## config.mk

```make
export PLATFORM = sky130hd
export DESIGN_NAME = usb_in_ep_bank_ctrl
export DESIGN_NICKNAME = d
export VERILOG_FILES = /design/src/rtl/inep_pkg.sv /design/src/rtl/inep_bank_store.sv /design/src/rtl/inep_fw_ctrl.sv /design/src/rtl/inep_tx_engine.sv /design/src/rtl/usb_in_ep_bank_ctrl.sv
export SDC_FILE = /design/constraint.sdc
export NUM_CORES = 1
export LEC_CHECK = 0
export BUFFER_PORTS_ARGS = -buffer_cell sky130_fd_sc_hd__buf_4
export CAP_MARGIN = 10
export CORE_ASPECT_RATIO = 1.75
export CORE_MARGIN = 4
export CORE_UTILIZATION = 45
export DETAILED_ROUTE_END_ITERATION = 6
export GPL_TIMING_DRIVEN = 0
export REMOVE_ABC_BUFFERS = 1
export SETUP_SLACK_MARGIN = 0.3
export SLEW_MARGIN = 10
export SYNTH_ARGS = -nofsm -noshare
export SYNTH_HDL_FRONTEND = slang
export SYNTH_HIERARCHICAL = 1
export SYNTH_SLANG_ARGS = --single-unit
```

## constraint.sdc

```tcl
create_clock -name clk -period 2.6 [get_ports clk]
set_input_delay 0.13 -clock clk [delete_from_list [all_inputs] [get_ports clk]]
set_output_delay 0.13 -clock clk [all_outputs]
set_load 0.02 [all_outputs]
```

## src/rtl/inep_pkg.sv

```systemverilog
package inep_pkg;
   typedef enum logic [1:0] {
      ENG_IDLE = 2'd0,
      ENG_SEND = 2'd1,
      ENG_WAIT = 2'd2
   } eng_state_t;
endpackage

```

## src/rtl/inep_bank_store.sv

```systemverilog
module inep_bank_store #(
   parameter int DATA_W    = 8,
   parameter int DEPTH     = 8,
   parameter int NUM_BANKS = 2,
   parameter int CNT_W     = 4,
   parameter int IDX_W     = 3
) (
   input  logic                        clk,
   input  logic                        rst,
   input  logic                        clear_all,
   input  logic                        wr_en,
   input  logic                        wr_bank,
   input  logic [DATA_W-1:0]           wr_data,
   input  logic                        clr_en,
   input  logic                        clr_bank,
   input  logic                        rd_bank,
   input  logic [IDX_W-1:0]            rd_idx,
   output logic [DATA_W-1:0]           rd_data,
   output logic [1:0][CNT_W-1:0]       cnt_o
);
   logic [1:0][DATA_W-1:0] rd_word;

   for (genvar b = 0; b < 2; b++) begin : g_bank
      if (b < NUM_BANKS) begin : g_real
         logic [DATA_W-1:0] mem_q [DEPTH];
         logic [CNT_W-1:0]  cnt_q;

         always_ff @(posedge clk) begin
            if (rst || clear_all) begin
               cnt_q <= '0;
            end else if (clr_en && (clr_bank == 1'(b))) begin
               cnt_q <= '0;
            end else if (wr_en && (wr_bank == 1'(b))) begin
               mem_q[cnt_q[IDX_W-1:0]] <= wr_data;
               cnt_q <= cnt_q + CNT_W'(1);
            end
         end

         assign cnt_o[b]   = cnt_q;
         assign rd_word[b] = mem_q[rd_idx];

         // the controller never stores into a full bank
         a_r8_no_overfill: assert property (@(posedge clk) disable iff (rst)
            (wr_en && (wr_bank == 1'(b))) |-> (cnt_q < CNT_W'(DEPTH)));
      end else begin : g_tie
         assign cnt_o[b]   = '0;
         assign rd_word[b] = '0;
      end
   end

   assign rd_data = rd_word[rd_bank];
endmodule

```

## src/rtl/inep_fw_ctrl.sv

```systemverilog
module inep_fw_ctrl #(
   parameter int DEPTH = 8,
   parameter int CNT_W = 4
) (
   input  logic             clk,
   input  logic             rst,
   input  logic             en,
   input  logic             dual,
   input  logic             wr_req,
   input  logic             clr_ready,
   input  logic             release_req,
   input  logic             free_pulse,
   input  logic             free_bank,
   input  logic [CNT_W-1:0] cnt_cur,
   output logic             own_o,
   output logic             ready_o,
   output logic             rw_ok_o,
   output logic             rel_err_o,
   output logic             ovf_o,
   output logic             wr_accept_o,
   output logic             fw_ptr_o,
   output logic [1:0]       released_o
);
   logic       own_q, ready_q, err_q, ovf_q, fw_ptr_q;
   logic [1:0] released_q, released_n;
   logic       rel_ok, keep, own_n, fw_ptr_n, grant, rw_ok;

   assign rw_ok  = own_q && (cnt_cur < CNT_W'(DEPTH));
   assign rel_ok = release_req && own_q && !ready_q;

   always_comb begin
      released_n = released_q;
      if (free_pulse) released_n[free_bank] = 1'b0;
      if (rel_ok)     released_n[fw_ptr_q]  = 1'b1;
   end

   assign fw_ptr_n = (rel_ok && dual) ? ~fw_ptr_q : fw_ptr_q;
   assign keep     = own_q && !rel_ok;
   assign own_n    = keep || !released_n[fw_ptr_n];
   assign grant    = own_n && !keep;

   always_ff @(posedge clk) begin
      if (rst || !en) begin
         own_q      <= 1'b0;
         ready_q    <= 1'b0;
         err_q      <= 1'b0;
         ovf_q      <= 1'b0;
         fw_ptr_q   <= 1'b0;
         released_q <= '0;
      end else begin
         own_q      <= own_n;
         ready_q    <= grant ? 1'b1 : (clr_ready ? 1'b0 : ready_q);
         err_q      <= release_req && !rel_ok;
         if (wr_req && !rw_ok) ovf_q <= 1'b1;
         fw_ptr_q   <= fw_ptr_n;
         released_q <= released_n;
      end
   end

   assign own_o       = own_q;
   assign ready_o     = ready_q;
   assign rw_ok_o     = rw_ok;
   assign rel_err_o   = err_q;
   assign ovf_o       = ovf_q;
   assign wr_accept_o = wr_req && rw_ok;
   assign fw_ptr_o    = fw_ptr_q;
   assign released_o  = released_q;

   // disabling clears the firmware flags
   a_r1_off_clears: assert property (@(posedge clk) disable iff (rst)
      !en |=> (!own_q && !ready_q && !ovf_q));
   // ready never rises without ownership
   a_r2_ready_with_own: assert property (@(posedge clk) disable iff (rst)
      $rose(ready_q) |-> own_q);
   // early release reported
   a_r5_early_release: assert property (@(posedge clk) disable iff (rst)
      (en && release_req && ready_q) |=> err_q);
   // single-bank release drops ownership
   a_r6_release_drops_own: assert property (@(posedge clk) disable iff (rst)
      (en && rel_ok && !dual) |=> !own_q);
   // overflow is sticky while enabled
   a_r9_ovf_sticky: assert property (@(posedge clk) disable iff (rst)
      (en && ovf_q) |=> ovf_q);
endmodule

```

## src/rtl/inep_tx_engine.sv

```systemverilog
module inep_tx_engine
   import inep_pkg::*;
#(
   parameter int CNT_W = 4,
   parameter int IDX_W = 3
) (
   input  logic                  clk,
   input  logic                  rst,
   input  logic                  en,
   input  logic                  dual,
   input  logic                  tok_in,
   input  logic                  host_ack,
   input  logic [1:0]            released,
   input  logic [1:0][CNT_W-1:0] cnt_all,
   output logic                  eng_ptr_o,
   output logic [IDX_W-1:0]      rd_idx_o,
   output logic                  tx_valid,
   output logic                  tx_last,
   output logic                  tx_zlp,
   output logic                  tok_nak,
   output logic                  free_pulse
);
   eng_state_t       st_q;
   logic             eng_ptr_q, nak_q;
   logic [IDX_W-1:0] idx_q;
   logic [CNT_W-1:0] cnt_e;
   logic             last_beat, empty;

   assign cnt_e     = cnt_all[eng_ptr_q];
   assign empty     = (cnt_e == '0);
   assign last_beat = (CNT_W'(idx_q) + CNT_W'(1)) == cnt_e;

   always_ff @(posedge clk) begin
      if (rst) begin
         st_q      <= ENG_IDLE;
         eng_ptr_q <= 1'b0;
         idx_q     <= '0;
         nak_q     <= 1'b0;
      end else if (!en) begin
         st_q      <= ENG_IDLE;
         eng_ptr_q <= 1'b0;
         idx_q     <= '0;
         nak_q     <= tok_in;
      end else begin
         nak_q <= 1'b0;
         unique case (st_q)
            ENG_IDLE: begin
               if (tok_in) begin
                  if (released[eng_ptr_q]) begin
                     st_q  <= ENG_SEND;
                     idx_q <= '0;
                  end else begin
                     nak_q <= 1'b1;
                  end
               end
            end
            ENG_SEND: begin
               if (empty || last_beat) st_q <= ENG_WAIT;
               else                    idx_q <= idx_q + IDX_W'(1);
            end
            ENG_WAIT: begin
               if (host_ack) begin
                  st_q <= ENG_IDLE;
                  if (dual) eng_ptr_q <= ~eng_ptr_q;
               end
            end
            default: st_q <= ENG_IDLE;
         endcase
      end
   end

   assign tx_valid   = (st_q == ENG_SEND) && !empty;
   assign tx_last    = tx_valid && last_beat;
   assign tx_zlp     = (st_q == ENG_SEND) && empty;
   assign tok_nak    = nak_q;
   assign free_pulse = en && (st_q == ENG_WAIT) && host_ack;
   assign eng_ptr_o  = eng_ptr_q;
   assign rd_idx_o   = idx_q;

   // a waiting bank is never refused
   a_r10_no_nak_when_ready: assert property (@(posedge clk) disable iff (rst)
      (en && st_q == ENG_IDLE && tok_in && released[eng_ptr_q]) |=> !tok_nak);
   // the final byte leads to the ACK wait
   a_r11_last_to_wait: assert property (@(posedge clk) disable iff (rst)
      (en && tx_last) |=> (st_q == ENG_WAIT));
   // an ACK ends the packet
   a_r13_ack_to_idle: assert property (@(posedge clk) disable iff (rst)
      free_pulse |=> (st_q == ENG_IDLE));
endmodule

```

## src/rtl/usb_in_ep_bank_ctrl.sv

```systemverilog
module usb_in_ep_bank_ctrl #(
   parameter int DATA_W     = 8,
   parameter int BANK_BYTES = 8,
   parameter int NUM_BANKS  = 2
) (
   input  logic              clk,
   input  logic              rst,
   input  logic              cfg_enable,
   input  logic              cfg_dual,
   input  logic              cpu_int_en,
   input  logic              cpu_wr,
   input  logic [DATA_W-1:0] cpu_wdata,
   input  logic              cpu_clr_ready,
   input  logic              cpu_release,
   output logic              st_ready,
   output logic              st_own,
   output logic              st_rw_ok,
   output logic              ep_irq,
   output logic              err_release,
   output logic              err_overflow,
   input  logic              tok_in,
   output logic              tok_nak,
   input  logic              host_ack,
   output logic              tx_valid,
   output logic [DATA_W-1:0] tx_data,
   output logic              tx_last,
   output logic              tx_zlp
);
   localparam int CNT_W = $clog2(BANK_BYTES + 1);
   localparam int IDX_W = $clog2(BANK_BYTES);

   if (NUM_BANKS < 1 || NUM_BANKS > 2) begin : g_bad_banks
      $error("NUM_BANKS must be 1 or 2");
   end
   if (BANK_BYTES < 2) begin : g_bad_depth
      $error("BANK_BYTES must be at least 2");
   end
   if (DATA_W < 1) begin : g_bad_width
      $error("DATA_W must be positive");
   end

   logic dual;
   if (NUM_BANKS == 2) begin : g_two
      assign dual = cfg_dual;
   end else begin : g_one
      logic unused_dual;
      assign unused_dual = cfg_dual;
      assign dual        = 1'b0;
   end

   logic                  wr_accept, fw_ptr, eng_ptr, free_pulse, ready_int;
   logic [1:0]            released;
   logic [1:0][CNT_W-1:0] cnt_all;
   logic [IDX_W-1:0]      rd_idx;

   inep_fw_ctrl #(.DEPTH(BANK_BYTES), .CNT_W(CNT_W)) fw_i (
      .clk(clk), .rst(rst), .en(cfg_enable), .dual(dual),
      .wr_req(cpu_wr), .clr_ready(cpu_clr_ready), .release_req(cpu_release),
      .free_pulse(free_pulse), .free_bank(eng_ptr), .cnt_cur(cnt_all[fw_ptr]),
      .own_o(st_own), .ready_o(ready_int), .rw_ok_o(st_rw_ok),
      .rel_err_o(err_release), .ovf_o(err_overflow), .wr_accept_o(wr_accept),
      .fw_ptr_o(fw_ptr), .released_o(released)
   );

   inep_bank_store #(.DATA_W(DATA_W), .DEPTH(BANK_BYTES), .NUM_BANKS(NUM_BANKS),
                     .CNT_W(CNT_W), .IDX_W(IDX_W)) store_i (
      .clk(clk), .rst(rst), .clear_all(!cfg_enable),
      .wr_en(wr_accept), .wr_bank(fw_ptr), .wr_data(cpu_wdata),
      .clr_en(free_pulse), .clr_bank(eng_ptr),
      .rd_bank(eng_ptr), .rd_idx(rd_idx), .rd_data(tx_data), .cnt_o(cnt_all)
   );

   inep_tx_engine #(.CNT_W(CNT_W), .IDX_W(IDX_W)) eng_i (
      .clk(clk), .rst(rst), .en(cfg_enable), .dual(dual),
      .tok_in(tok_in), .host_ack(host_ack), .released(released), .cnt_all(cnt_all),
      .eng_ptr_o(eng_ptr), .rd_idx_o(rd_idx), .tx_valid(tx_valid), .tx_last(tx_last),
      .tx_zlp(tx_zlp), .tok_nak(tok_nak), .free_pulse(free_pulse)
   );

   assign st_ready = ready_int;
   assign ep_irq   = ready_int && cpu_int_en;

   // interrupt follows the ready flag and its enable
   a_r3_irq_gate: assert property (@(posedge clk) disable iff (rst)
      ep_irq |-> (st_ready && cpu_int_en));
endmodule

```

==> results.cfg <==
[outcome]
outcome = complete, no violations

[power_and_ir_drop]
p_sw_mw = 1.104
p_int_mw = 3.922
seqPwrFrac_pct = 52.1
clock_power_share_pct = 45.4
combPwrFrac_pct = 2.5
swShare_pct = 21.97
p_per_area_nw_per_um2 = 645.5
ir_drop_v = 0.0004247
leakagePower_nw = 2.559

[clock_tree]
cts-buffers-inserted = 17
clockRootBuffer = clkbuf_16
clock-sinks = 150
cts.htree.levels = 4
cts_tree = yes
clk_pin_slew_ps = 60
clock_latency_ps = 420
cts_buffer_depth = 2

[detailed_routing]
drt_iter0_markers = 207
routedWlPerCell_um = 20.85
drt_wl_total_um = 13240
num_vias = 3568
drcViolationCount = 0
drtAntennaViolNets = 0
vias_per_cell = 5.619
first_pass_iters = 4

[sta]
min_period_over_period_pct = 86.79
fin_skew_ps = 9.420
finalHoldViolations = 0
tightest_slew_ps = 625.5
max_clock_freq_mhz = 443.2
finalSetupViolations = 0
maxSlewHeadroom_pct = 58.14
setup_tns_ps = 0
grt_setup_unrepaired = true
report.final.slew_viol_count = 0
period_needed_ps = 2256

[setup_path]
cp-start-kind = register
worstPathRequired_ps = 2470
cp-end-kind = output pin
path_class = register to output pin
arrival_ps = 2130
cp_max_fo = 23

[synth]
syn_area_um2 = 6275
syn_avg_cell_area_um2 = 17.14
yosysWarningCount = 6
netlist_instances = 366

[die]
die_h_um = 164.2
die_area_um2 = 15970
initial_core_util_pct = 46.40
core-area_um2 = 13520
die_w_um = 97.27
num_rows = 56
ioPinCount = 36

[global_route]
grt_pass1_wl_um = 19940
overflow = 0
grt_max_degree = 33
antenna_found_initial = 0
track_usage_pct = 16.81
grt_pass1_vias = 3639

[final_layout]
area_growth_pct = 24.09
seqCellArea_um2 = 4294
nFillCells = 1025
stdcell_area_um2 = 7786
multi_input_area_um2 = 2031
nets = 469
drive_gt1_share_pct = 34.71
antenna_cells = 0
instances_no_fill = 635
postLayoutCoreUtil_pct = 57.58

[placement]
place_area_um2 = 6745
dp.cells = 568
place.gp.congestion = 0.7672
place.port_buffers = 35
dp_hpwl_um = 8484

[job]
cap_violations = 0

[min_path]
hold_path_class = input pin to register
[repair_timing]
action	in CTS	in global routing
hold buffers	5	0
pin swaps	16	2
setup endpoints to repair	125	54
endpoints found under the hold margin	4	0
gates resized for setup	35	8
setup buffers	25	5
[final timing paths]
check	startpoint	end	slack, ps	depth (start not counted)
max reg2reg	fw_i/fw_ptr_o$_SDFF_PP0_	store_i/g_bank[1].g_real.mem_q[0][3]$_DFFE_PP_	370	7
min reg2reg	fw_i/ovf_o$_SDFFE_PP0P_	fw_i/ovf_o$_SDFFE_PP0P_	460	2
min	cpu_wr	fw_i/ovf_o$_SDFFE_PP0P_	10	3
max	eng_i/rd_idx_o[0]$_SDFFE_PP0P_	tx_data[0]	340	5
[critical path, cell delays in order (launching register included)]
cell and delay [ps]:
dfxtp_4 380, buf_12 210, mux4_1 580, a22oi_1 270, nand2_1 100, buf_4 160
[layout by cell type, fill, tap and decap left out, types with 3 or more instances in the layout]
cell type,n
and2_1,4
xnor2_1,6
inv_6,4
nor2_4,10
ha_1,3
nand3b_1,3
nand3_1,8
mux4_2,18
nand2b_1,9
clkbuf_16,17
a22oi_1,18
mux4_1,14
dfxtp_1,18
nor3_4,4
nand2_1,17
buf_4,63
xor2_1,4
buf_12,6
inv_8,4
nor2_1,16
a21oi_1,7
inv_1,4
edfxtp_1,128
dlygate4sd3_1,5
clkinv_4,4
mux2i_1,6
[area by class of cell]
cell class / count / share of cell area, %
Sequential cell: 150 / 55.15
Multi-Input combinational cell: 198 / 26.08
Timing Repair Buffer: 76 / 8.549
Clock buffer: 17 / 5.464
Tap cell: 174 / 2.796
Clock inverter: 15 / 1.719
Inverter: 5 / 0.2410
[registers in the layout (all words and copies together) (netlist names)]
| signal | cells |
|---|---|
| eng_i/tok_nak | 1 |
| fw_i/ready_o | 1 |
| store_i/g_bank.g_real.mem_q | 128 |
| store_i/g_bank.g_real.cnt_q | 8 |
| fw_i/own_o | 1 |
| fw_i/fw_ptr_o | 1 |
| eng_i/rd_idx_o | 3 |
| eng_i/st_q | 2 |
| fw_i/ovf_o | 1 |
| fw_i/released_o | 2 |
| fw_i/rel_err_o | 1 |
| eng_i/eng_ptr_o | 1 |
[power by group through the flow]
stage	Sequential (mW)	Combinational [mW]	Clock [mW]
3_5_place_dp	2.67	0.114	0
5_1_grt	2.62	0.139	2.44
2_1_floorplan	2.68	0.0371	0
6_report	2.62	0.127	2.28
3_3_place_gp	2.67	0.109	0
4_1_cts	2.62	0.125	2.31
[metrics by stage]
stage                     power, mW  hold WS (ps)  worst slack [ps]
after floorplan               2.714         205.8            -365.7
after global placement        2.780         335.9            -936.4
after detailed placement      2.786         336.8            -569.5
after CTS                     5.056         10.58             290.1
after global routing          5.191         8.036             238.3
final                         5.026         11.42             343.5
[metal layers]
layer	GRT usage (%)	up-vias	routed length, um
met3	3.570	30	475
li1	-	1639	-
met2	31.26	103	7453
met5	0	-	0
met1	17.84	1796	4865
met4	8.570	0	447
No activity file was read; power rests on OpenSTA's default activity.
